File: config.mk
export PLATFORM = sky130hd
export DESIGN_NAME = sdd_data_phase
export DESIGN_NICKNAME = d
export VERILOG_FILES = /design/src/rtl/sdd_pkg.sv /design/src/rtl/sdd_regs.sv /design/src/rtl/sdd_timeout.sv /design/src/rtl/sdd_xfer.sv /design/src/rtl/sdd_data_phase.sv
export SDC_FILE = /design/constraint.sdc
export NUM_CORES = 1
export LEC_CHECK = 0
export ABC_AREA = 1
export ABC_CLOCK_PERIOD_IN_PS = 3200
export BUFFER_PORTS_ARGS = -buffer_cell sky130_fd_sc_hd__buf_2
export CAP_MARGIN = 10
export CORE_MARGIN = 1
export CORE_UTILIZATION = 36
export CTS_CLUSTER_DIAMETER = 100
export DETAILED_ROUTE_END_ITERATION = 6
export PLACE_DENSITY = 0.58
export SETUP_SLACK_MARGIN = 0.5
export SLEW_MARGIN = 10
export SYNTH_ARGS = -nofsm -noshare
export SYNTH_HDL_FRONTEND = slang
export SYNTH_SLANG_ARGS = --single-unit
File: constraint.sdc
create_clock -name clk -period 3.2 [get_ports clk]
set_clock_uncertainty 0.15 [all_clocks]
set_input_delay 0.48 -clock clk [delete_from_list [all_inputs] [get_ports clk]]
set_output_delay 0.48 -clock clk [all_outputs]
set_load 0.1 [all_outputs]
File: src/rtl/sdd_pkg.sv
package sdd_pkg;
  localparam logic [1:0] ADDR_BLK  = 2'd0;
  localparam logic [1:0] ADDR_WM   = 2'd1;
  localparam logic [1:0] ADDR_CTRL = 2'd2;
  localparam logic [1:0] ADDR_STAT = 2'd3;

  localparam int CTRL_GO  = 0;
  localparam int CTRL_RD  = 1;
  localparam int CTRL_RST = 2;
  localparam int EXP_LSB  = 16;
  localparam int EXP_W    = 4;
  localparam logic [EXP_W-1:0] EXP_MAX = 4'd14;

  localparam int ST_TC  = 0;
  localparam int ST_DTO = 1;
  localparam int ST_WPE = 2;
  localparam int ST_W   = 3;
endpackage

File: src/rtl/sdd_regs.sv
module sdd_regs
  import sdd_pkg::*;
#(
  parameter int BLK_W  = 16,
  parameter int SIZE_W = 12,
  parameter int WM_W   = 8
) (
  input  logic              clk,
  input  logic              rst_n,
  input  logic              cfg_wr,
  input  logic [1:0]        cfg_addr,
  input  logic [31:0]       cfg_wdata,
  input  logic              set_tc,
  input  logic              set_dto,
  input  logic              set_wpe,
  output logic [BLK_W-1:0]  blk_cnt,
  output logic [SIZE_W-1:0] blk_size,
  output logic [WM_W-1:0]   rd_wm,
  output logic [WM_W-1:0]   wr_wm,
  output logic [EXP_W-1:0]  tmo_exp,
  output logic [ST_W-1:0]   stat,
  output logic              dreset,
  output logic              go,
  output logic              go_rd
);
  logic              wr_blk, wr_wm_reg, wr_ctrl, wr_stat;
  logic [BLK_W-1:0]  blk_cnt_nx;
  logic [SIZE_W-1:0] blk_size_nx;
  logic [WM_W-1:0]   rd_wm_nx, wr_wm_nx;
  logic [EXP_W-1:0]  tmo_exp_nx, exp_in;
  logic [ST_W-1:0]   stat_nx, stat_clr;
  logic              dreset_nx;

  always_comb begin
    wr_blk    = cfg_wr && (cfg_addr == ADDR_BLK);
    wr_wm_reg = cfg_wr && (cfg_addr == ADDR_WM);
    wr_ctrl   = cfg_wr && (cfg_addr == ADDR_CTRL);
    wr_stat   = cfg_wr && (cfg_addr == ADDR_STAT);
    exp_in    = cfg_wdata[EXP_LSB +: EXP_W];

    blk_cnt_nx  = wr_blk ? cfg_wdata[16 +: BLK_W] : blk_cnt;
    blk_size_nx = wr_blk ? cfg_wdata[SIZE_W-1:0] : blk_size;
    rd_wm_nx    = wr_wm_reg ? cfg_wdata[WM_W-1:0] : rd_wm;
    wr_wm_nx    = wr_wm_reg ? cfg_wdata[16 +: WM_W] : wr_wm;
    tmo_exp_nx  = tmo_exp;
    if (wr_ctrl) tmo_exp_nx = (exp_in > EXP_MAX) ? EXP_MAX : exp_in;

    dreset_nx = wr_ctrl && cfg_wdata[CTRL_RST];
    go        = wr_ctrl && cfg_wdata[CTRL_GO] && !cfg_wdata[CTRL_RST];
    go_rd     = cfg_wdata[CTRL_RD];

    stat_clr = wr_stat ? cfg_wdata[ST_W-1:0] : '0;
    stat_nx  = (stat & ~stat_clr);
    stat_nx[ST_TC]  = stat_nx[ST_TC]  | set_tc;
    stat_nx[ST_DTO] = stat_nx[ST_DTO] | set_dto;
    stat_nx[ST_WPE] = stat_nx[ST_WPE] | set_wpe;
  end

  always_ff @(posedge clk or negedge rst_n) begin
    if (!rst_n) begin
      blk_cnt  <= '0;
      blk_size <= '0;
      rd_wm    <= '0;
      wr_wm    <= '0;
      tmo_exp  <= EXP_MAX;
      stat     <= '0;
      dreset   <= 1'b0;
    end else begin
      blk_cnt  <= blk_cnt_nx;
      blk_size <= blk_size_nx;
      rd_wm    <= rd_wm_nx;
      wr_wm    <= wr_wm_nx;
      tmo_exp  <= tmo_exp_nx;
      stat     <= stat_nx;
      dreset   <= dreset_nx;
    end
  end
endmodule

File: src/rtl/sdd_timeout.sv
module sdd_timeout
  import sdd_pkg::*;
#(
  parameter int TMO_BASE = 13
) (
  input  logic             clk,
  input  logic             rst_n,
  input  logic             busy,
  input  logic             restart,
  input  logic             sd_clk_en,
  input  logic [EXP_W-1:0] tmo_exp,
  output logic             expire
);
  localparam int CNT_W = int'(EXP_MAX) + TMO_BASE + 1;

  logic [CNT_W-1:0] cnt, cnt_nx, lim;
  logic             at_lim;

  always_comb begin
    lim    = (CNT_W'(1) << (int'(tmo_exp) + TMO_BASE)) - CNT_W'(1);
    at_lim = (cnt == lim);
    expire = busy && !restart && sd_clk_en && at_lim;
    cnt_nx = cnt;
    if (restart || !busy)  cnt_nx = '0;
    else if (sd_clk_en)    cnt_nx = at_lim ? '0 : cnt + CNT_W'(1);
  end

  always_ff @(posedge clk or negedge rst_n) begin
    if (!rst_n) cnt <= '0;
    else        cnt <= cnt_nx;
  end
endmodule

File: src/rtl/sdd_xfer.sv
module sdd_xfer
#(
  parameter int DEPTH  = 16,
  parameter int BLK_W  = 16,
  parameter int SIZE_W = 12,
  parameter int WM_W   = 8,
  parameter int LVL_W  = $clog2(DEPTH + 1)
) (
  input  logic              clk,
  input  logic              rst_n,
  input  logic              go,
  input  logic              go_rd,
  input  logic [BLK_W-1:0]  blk_cnt,
  input  logic [SIZE_W-1:0] blk_size,
  input  logic [WM_W-1:0]   rd_wm,
  input  logic [WM_W-1:0]   wr_wm,
  input  logic              dreset,
  input  logic              wp_locked,
  input  logic              card_word,
  input  logic              host_push,
  input  logic              host_pop,
  input  logic              tmo_expire,
  output logic              busy,
  output logic [BLK_W-1:0]  blocks_left,
  output logic [LVL_W-1:0]  level,
  output logic              card_ready,
  output logic              buf_rd_ready,
  output logic              buf_wr_ready,
  output logic              start_ok,
  output logic              word_moved,
  output logic              set_tc,
  output logic              set_wpe
);
  localparam int WPB_W = SIZE_W - 2;
  localparam logic [LVL_W-1:0] FULL = LVL_W'(DEPTH);

  logic             is_rd, is_rd_nx, busy_nx;
  logic [BLK_W-1:0] blocks_nx;
  logic [WPB_W-1:0] wcnt, wcnt_nx, wpb;
  logic [LVL_W-1:0] level_nx;
  logic             lvl_in, lvl_out, blk_end;
  logic [31:0]      lvl32, free32;

  always_comb begin
    wpb    = (blk_size[SIZE_W-1:2] == '0) ? WPB_W'(1) : blk_size[SIZE_W-1:2];
    lvl32  = 32'(level);
    free32 = 32'(FULL - level);

    card_ready   = busy && (is_rd ? (level != FULL) : (level != '0));
    word_moved   = card_ready && card_word;
    buf_rd_ready = is_rd && (level != '0) && (lvl32 >= 32'(rd_wm));
    buf_wr_ready = busy && !is_rd && (free32 >= 32'(wr_wm));

    if (is_rd) begin
      lvl_in  = word_moved;
      lvl_out = host_pop && (level != '0);
    end else begin
      lvl_in  = busy && host_push && (level != FULL);
      lvl_out = word_moved;
    end

    blk_end  = word_moved && (wcnt == wpb - WPB_W'(1));
    start_ok = go && !busy && !dreset && !(wp_locked && !go_rd) && (blk_cnt != '0);
    set_wpe  = go && !busy && !dreset && wp_locked && !go_rd;
    set_tc   = (go && !busy && !dreset && !(wp_locked && !go_rd) && (blk_cnt == '0))
             || (busy && !dreset && blk_end && (blocks_left == BLK_W'(1)));

    busy_nx   = busy;
    is_rd_nx  = is_rd;
    blocks_nx = blocks_left;
    wcnt_nx   = wcnt;
    level_nx  = level + LVL_W'(lvl_in) - LVL_W'(lvl_out);

    if (dreset) begin
      busy_nx   = 1'b0;
      blocks_nx = '0;
      wcnt_nx   = '0;
      level_nx  = '0;
    end else if (start_ok) begin
      busy_nx   = 1'b1;
      is_rd_nx  = go_rd;
      blocks_nx = blk_cnt;
      wcnt_nx   = '0;
      level_nx  = '0;
    end else if (busy) begin
      if (blk_end) begin
        wcnt_nx   = '0;
        blocks_nx = blocks_left - BLK_W'(1);
        if (blocks_left == BLK_W'(1)) busy_nx = 1'b0;
      end else if (word_moved) begin
        wcnt_nx = wcnt + WPB_W'(1);
      end
      if (tmo_expire) busy_nx = 1'b0;
    end
  end

  always_ff @(posedge clk or negedge rst_n) begin
    if (!rst_n) begin
      busy        <= 1'b0;
      is_rd       <= 1'b0;
      blocks_left <= '0;
      wcnt        <= '0;
      level       <= '0;
    end else begin
      busy        <= busy_nx;
      is_rd       <= is_rd_nx;
      blocks_left <= blocks_nx;
      wcnt        <= wcnt_nx;
      level       <= level_nx;
    end
  end
endmodule

File: src/rtl/sdd_data_phase.sv
module sdd_data_phase
  import sdd_pkg::*;
#(
  parameter int DEPTH    = 16,
  parameter int TMO_BASE = 13,
  parameter int BLK_W    = 16,
  parameter int SIZE_W   = 12,
  parameter int WM_W     = 8,
  parameter int LVL_W    = $clog2(DEPTH + 1)
) (
  input  logic              clk,
  input  logic              rst_n,
  input  logic              cfg_wr,
  input  logic [1:0]        cfg_addr,
  input  logic [31:0]       cfg_wdata,
  input  logic              wp_locked,
  input  logic              sd_clk_en,
  input  logic              card_word,
  input  logic              host_push,
  input  logic              host_pop,
  output logic              card_ready,
  output logic              busy,
  output logic [BLK_W-1:0]  blocks_left,
  output logic [LVL_W-1:0]  fifo_level,
  output logic              buf_rd_ready,
  output logic              buf_wr_ready,
  output logic [ST_W-1:0]   stat
);
  logic [BLK_W-1:0]  blk_cnt;
  logic [SIZE_W-1:0] blk_size;
  logic [WM_W-1:0]   rd_wm, wr_wm;
  logic [EXP_W-1:0]  tmo_exp;
  logic              dreset, go, go_rd;
  logic              set_tc, set_wpe, tmo_expire, start_ok, word_moved;

  sdd_regs #(.BLK_W(BLK_W), .SIZE_W(SIZE_W), .WM_W(WM_W)) regs_i (
    .clk(clk), .rst_n(rst_n), .cfg_wr(cfg_wr), .cfg_addr(cfg_addr),
    .cfg_wdata(cfg_wdata), .set_tc(set_tc), .set_dto(tmo_expire),
    .set_wpe(set_wpe), .blk_cnt(blk_cnt), .blk_size(blk_size),
    .rd_wm(rd_wm), .wr_wm(wr_wm), .tmo_exp(tmo_exp), .stat(stat),
    .dreset(dreset), .go(go), .go_rd(go_rd)
  );

  sdd_xfer #(.DEPTH(DEPTH), .BLK_W(BLK_W), .SIZE_W(SIZE_W), .WM_W(WM_W),
             .LVL_W(LVL_W)) xfer_i (
    .clk(clk), .rst_n(rst_n), .go(go), .go_rd(go_rd), .blk_cnt(blk_cnt),
    .blk_size(blk_size), .rd_wm(rd_wm), .wr_wm(wr_wm), .dreset(dreset),
    .wp_locked(wp_locked), .card_word(card_word), .host_push(host_push),
    .host_pop(host_pop), .tmo_expire(tmo_expire), .busy(busy),
    .blocks_left(blocks_left), .level(fifo_level), .card_ready(card_ready),
    .buf_rd_ready(buf_rd_ready), .buf_wr_ready(buf_wr_ready),
    .start_ok(start_ok), .word_moved(word_moved), .set_tc(set_tc),
    .set_wpe(set_wpe)
  );

  sdd_timeout #(.TMO_BASE(TMO_BASE)) tmo_i (
    .clk(clk), .rst_n(rst_n), .busy(busy),
    .restart(start_ok || word_moved || dreset),
    .sd_clk_en(sd_clk_en), .tmo_exp(tmo_exp), .expire(tmo_expire)
  );
endmodule

# == Word level (Yosys, flattened, before mapping) ==
# Cells that the tools add are included.
# classes
addsub,9
n_lt_le_gt_ge,3
n_eq_ne,7
n_shift,1
n_mux,26
n_bitwise,6
reduce_logical,54
# op_table
operator,n
2-to-1 mux 28 bit,3
2-to-1 mux 16 bit,4
2-to-1 mux 10 bit,6
greater-or-equal comparator 32 x 8 -> 1 bit,1
"left shift 1 x 32 -> 28 bit, first input constant",1
logical AND 1 bit,31
"adder 28 x 1 -> 28 bit, second input constant",1
== test 28 bit,1
"subtractor 28 x 2 -> 28 bit, second input constant",1
"== test 16 x 1 -> 1 bit, second input constant",1
zero test 16 bit,1
nonzero test 16 bit,1
"subtractor 16 x 1 -> 16 bit, second input constant",1
"adder 10 x 1 -> 10 bit, second input constant",1
== test 10 bit,1
zero test 10 bit,1
2-to-1 mux 5 bit,2
"subtractor 10 x 1 -> 10 bit, second input constant",1
2-to-1 mux 1 bit,9
greater-or-equal comparator 5 x 8 -> 1 bit,1
zero test 1 bit,7
AND reduction 2 bit,3
nonzero test 3 bit,2
"subtractor 5 x 5 -> 6 bit, first input constant",1
18 further kinds,24
# totals
ff_bits,113
input_bits,42

# == Depth between registers and ports, before layout ==
# logic_depth
ltp_word,18
ltp_mapped,21
mapped_depth_nobuf,19

# == Cells and area by module ==
# From an unflattened synthesis, not the netlist that was laid out.
# unflattened
cells_unflattened,1108
area_unflattened_um2,7920.1
# modules_own_cells
mod,n_inst,cells_per_inst,area_per_inst_um2,seq_area_each_um2
sdd_xfer,1,467,3163.0,825.8
sdd_timeout,1,432,2638.8,700.7
sdd_regs,1,206,2107.0,1305.0
sdd_data_phase,1,3,11.3,0.0

# == Worst setup path before layout ==
# OpenSTA, ideal clock, no wires.
# synth_timing
kind,register to register
from,reg xfer_i.level[1]
to,reg xfer_i.level[4]
arrival_ns,4.556
slack_ns,-1.625
stages_incl_launch_ff,20
synth_period_minus_slack_ns,4.825
cell_sequence,dfrtp_1 > inv_1 > ha_1 > nand2_1 > inv_1 > ha_1 > nand2_1 > nand2_1 > a21oi_2 > nand2_1 > o21ai_0 > ha_1 > inv_1 > ha_1 > fa_1 > a21oi_1 > nor2_1 > nor2_1 > xor2_1 > nor2_1
# synth_between
elab_chain_len,9
word_cells_on_any_way,13
classes_between,add/sub (2); eq/ne (1); mux (5); reduce/logical (5)
# synth_rtl
element,line,text
from (decl),sdd_xfer.sv:25,"output logic [LVL_W-1:0] level,"
from (signal assigned),sdd_xfer.sv:109,level <= level_nx;
!= test 5 bit or nonzero test 5 bit (tied branches),sdd_xfer.sv:49,card_ready = busy && (is_rd ? (level != FULL) : (level != '0));
2-to-1 mux 1 bit (*),sdd_xfer.sv:49,
logical AND 1 bit (*),sdd_xfer.sv:49,
net card_ready,sdd_data_phase.sv:21,"output logic card_ready,"
logical AND 1 bit (*),sdd_xfer.sv:50,word_moved = card_ready && card_word;
2-to-1 mux 1 bit,sdd_xfer.sv:54,if (is_rd) begin
adder 5 x 1 -> 5 bit,sdd_xfer.sv:72,level_nx = level + LVL_W'(lvl_in) - LVL_W'(lvl_out);
subtractor 5 x 1 -> 5 bit (*),sdd_xfer.sv:72,
2-to-1 mux 5 bit (*),sdd_xfer.sv:79,end else if (start_ok) begin
2-to-1 mux 5 bit (*),sdd_xfer.sv:74,if (dreset) begin
net xfer_i.level_nx[4],sdd_xfer.sv:40,logic [LVL_W-1:0] level_nx;
# The timed path passes the listed nets; every way through them passes the cells marked *.
# A chain may end at the register's enable or synchronous reset.

# == Worst setup path after layout ==
# layout_timing
from,reg xfer_i.level[2]
to,out buf_wr_ready
# layout_between
elab_chain_len,3
# layout_rtl
element,line,text
subtractor 5 x 5 -> 6 bit,sdd_xfer.sv:47,free32 = 32'(FULL - level);
greater-or-equal comparator 32 x 8 -> 1 bit,sdd_xfer.sv:52,buf_wr_ready = busy && !is_rd && (free32 >= 32'(wr_wm));
logical AND 1 bit,sdd_xfer.sv:52,
to (decl),sdd_data_phase.sv:26,"output logic buf_wr_ready,"
# Every way passes these cells.

==> flow_summary_export.csv <==
group,metric,value,unit
logic_synthesis,yosysMostFrequentCell,"nand2_1",
cells_and_area,largest_reg_flops,28,
clock_network,cts_htree_levels,3,
route,vias_per_cell,4.98,
sta,drv_slew,0,
place,place.gp.congestion,0.859,
worst_setup_path,cp_slowest_cell,"dfrtp_4",
logic_synthesis,synth_edf_count,0,
sta,period_needed,3.01,ns
route,drc,0,
logic_synthesis,synthFlopType,"dfrtp_1",
pwr,p_seq_share,29.9,%
logic_synthesis,synthCells,1068,
logic_synthesis,async_flop_share,100,%
worst_setup_path,cp_max_fo,3,
global_route,antenna_found_initial,0,
route,drt-total-wl,20900,um
pwr,clkPwrFrac,18.3,%
floorplan,initial_core_util,37.0,%
place,dp_hpwl,15100,um
logic_synthesis,yosysTopAreaCellShare,35.8,%
cells_and_area,regArea,2800,sq um
pwr,internal_power,3.43,mW
logic_synthesis,yosysWarnings,0,
logic_synthesis,synthTopCellsByCount,"nand2_1, inv_1, nor2_1, dfrtp_1, o21ai_0",
worst_setup_path,critPathRequiredTime,2.57,ns
sta,hold_viol_final,0,
cells_and_area,instances_no_fill,1435,
floorplan,fp.dieH,147,um
job,maxCapViolCount,0,
clock_network,clock_sinks,111,
global_route,grt_max_degree,54,
logic_synthesis,ys_top_cells_by_area,"dfrtp_1, nand2_1, inv_1, nor2_1, o21ai_0",
pwr,finalPower,6.59,mW
global_route,grt-ovfl-total,0,
cells_and_area,multi_input_area,4380,sq um
floorplan,row_count,52,
sta,finalCritPeriodShare,94.0,%
outcome,status,"finished, final reports clean",
worst_setup_path,rrSetupSlack,0.26,ns
global_route,grt_use_total,19.6,%
logic_synthesis,synth.distinct_cells,42,
cells_and_area,top_register,"tmo_i.cnt",
logic_synthesis,ys_seq_elements,111,
pwr,p_sw,3.15,mW
place,placed_area,8280,sq um
place,dp_cells,1388,
route,first_iter_violations,381,
logic_synthesis,synth.avg_cell_area,7.08,sq um
global_route,grt_pass1_wl,33700,um
worst_setup_path,path_class,"reg2out",
pwr,swShare,47.9,%
worst_setup_path,path_cells,"inv_6 -> ha_4 -> nand2_4 -> inv_4 -> ha_4 -> inv_2 -> ha_4 -> nand2_2 -> nor2_4 -> nand4_1 -> nand4_1 -> nand3_2 -> clkinvlp_4 -> buf_12",
global_route,grt_pass1_vias,6700,
cells_and_area,final_area,9260,sq um
sta,setup_viol,0,
floorplan,die_area,21600,sq um
sta,timing.hold.ws,0.0309,ns
route,vias,7141,
floorplan,die_w,147,um
cells_and_area,largestRegisters,"tmo_i.cnt: 28 flops, regs_i.blk_cnt: 16 flops, xfer_i.blocks_left: 16 flops",
clock_network,clk_path_buf_depth,2,
clock_network,clock_latency,0.36,ns
pwr,comb_power_share,51.7,%
route,detail_route.first_pass.iterations,5,
cells_and_area,layout-drive-gt1-share,20.9,%
sta,tightest_slew,0.728,ns
clock_network,numCtsBuffers,9,
route,wl_per_cell,14.5,um
sta,maxSlewHeadroom,51.5,%
worst_setup_path,cp_common_cell,"ha_4",
logic_synthesis,syn-cell-area,7560,sq um
cells_and_area,fin_nets,1233,
pwr,leakage,4.47,nW
place,port_buffers,65,
worst_setup_path,end_kind,"output port",
worst_setup_path,regToRegEndpoint,"xfer_i.level[4]",
worst_setup_path,crit_buf_inv,5,
worst_setup_path,cp.arrival,2.38,ns
hold_path,hold_class,"in2async",
worst_setup_path,crit_family,"adder cells",
worst_setup_path,rr_startpoint,"xfer_i.level[0]",
clock_network,cts_tree,"yes",
clock_network,cts-root-buf,"clkbuf_16",
sta,tns,0,ns
pwr,p_per_area,711,nW/um^2
sta,max_freq,332,MHz
logic_synthesis,seq_area_frac_synth,36.8,%
cells_and_area,nFillCells,2100,
cells_and_area,areaGrowthSynthToFinish,22.6,%
worst_setup_path,startpoint_type,"flip-flop",
floorplan,ios,70,
logic_synthesis,synth_area_leader_cell,"dfrtp_1",
pwr,irDropWorstVdd,0.000450,V
worst_setup_path,r2r_cells,19,
cells_and_area,antennaDiodeCount,0,
sta,rsz0062_at_grt,"yes",
route,ant_nets,0,
floorplan,core_area,20400,sq um
clock_network,clkTransAtPathRegs,0.08,ns
worst_setup_path,max_stage_delay,0.44,ns
[cells by family (layout without fill, tap and decap cells)]
group | after synthesis | in the layout | synth area share (%)
buffers and inverters | 180 | 276 | 9.88
other | 1 | 2 | 0.0496
AOI/OAI and AO/OA | 137 | 137 | 9.73
xor gates and xnor gates | 40 | 40 | 4.64
DFF | 111 | 111 | 36.8
muxes | 11 | 11 | 1.64
and+or+nand+nor | 557 | 557 | 32.0
adders and majority gates | 31 | 31 | 5.23
[worst register-to-register path: stages (launching register included)]
cell     delay [ns]
dfrtp_4        0.50
inv_6          0.08
ha_4           0.14
nand2_4        0.05
inv_4          0.07
ha_4           0.13
nand2_2        0.04
nand2_2        0.08
a21oi_4        0.04
nand2_2        0.07
o21ai_2        0.06
ha_1           0.28
inv_2          0.04
ha_4           0.16
fa_2           0.41
a21oi_2        0.14
nor2_1         0.05
nor2_1         0.12
xor2_1         0.15
nor2_1         0.06
[cell usage in the layout (no fill, tap or decap), types with 13 or more instances in the layout]
master and n:
nor2_2 15, nand2_2 20, nor2_1 115, nand2_1 259
clkbuf_16 13, buf_4 33, dfrtp_1 102, o21ai_1 24
a21oi_1 15, nand4_1 32, xor2_1 29, buf_2 62
ha_1 19, inv_1 135, o21ai_0 59, nand3_1 68
nor3_1 15
[per-layer routing]
layer / wire length [um] / part of all wire, % / global-route usage (%) / up-vias
met1: 9410 / 45 / 25.4 / 3349
met2: 10200 / 49 / 33.8 / 145
met4: 365 / 1.8 / 4.58 / 0
met5: 0 / 0 / 0 / -
met3: 836 / 4.0 / 3.45 / 24
li1: - / - / - / 3623
[power by group through the flow]
stage | Sequential (mW) | Combinational [mW] | Clock [mW]
5_1_grt | 2.01 | 3.75 | 1.30
4_1_cts | 1.96 | 3.23 | 1.25
2_1_floorplan | 2.78 | 1.53 | 0
3_5_place_dp | 2.00 | 2.93 | 0
6_report | 1.97 | 3.41 | 1.21
3_3_place_gp | 2.00 | 2.91 | 0
[how the worst max path moves through the flow]
stage | cells after the start | startpoint | slack (ns) | end
2_1_floorplan | 19 | xfer_i.level[1] | -0.47 | xfer_i.level[4]
3_3_place_gp | 19 | xfer_i.level[3] | 0.21 | xfer_i.level[4]
3_5_place_dp | 19 | xfer_i.level[2] | 0.20 | xfer_i.level[4]
4_1_cts | 12 | xfer_i.level[1] | 0.19 | buf_wr_ready
5_1_grt | 13 | xfer_i.level[1] | 0.03 | buf_wr_ready
6_report | 14 | xfer_i.level[2] | 0.19 | buf_wr_ready
[cell type report]
cell class	instances	share of cell area (%)
inverter	151	6.35
multi-input combinational	778	47.2
sequential	111	30.3
clock inverter	5	0.675
clock buffer	11	2.73
timing repair buffer	109	9.10
tap	270	3.65
[metrics by stage]
| step | setup WS [ns] | utilization (%) |
|---|---|---|
| after detailed placement | 0.200 | 40.5 |
| after CTS | 0.186 | 43.6 |
| after global placement | 0.210 | 40.5 |
| after global routing | 0.0348 | 45.3 |
| after floorplan | -0.468 | - |
| final | 0.191 | 45.3 |
[what timing repair did]
action / in CTS / in global routing
hold endpoints to repair: 0 / 0
setup buffers: 16 / 9
cloned: 1 / 5
setup endpoints to repair: 45 / 51
hold buffers: 0 / 0
pin swaps: 24 / 24
resized for setup: 34 / 50
(Power assumes the default switching activity.)
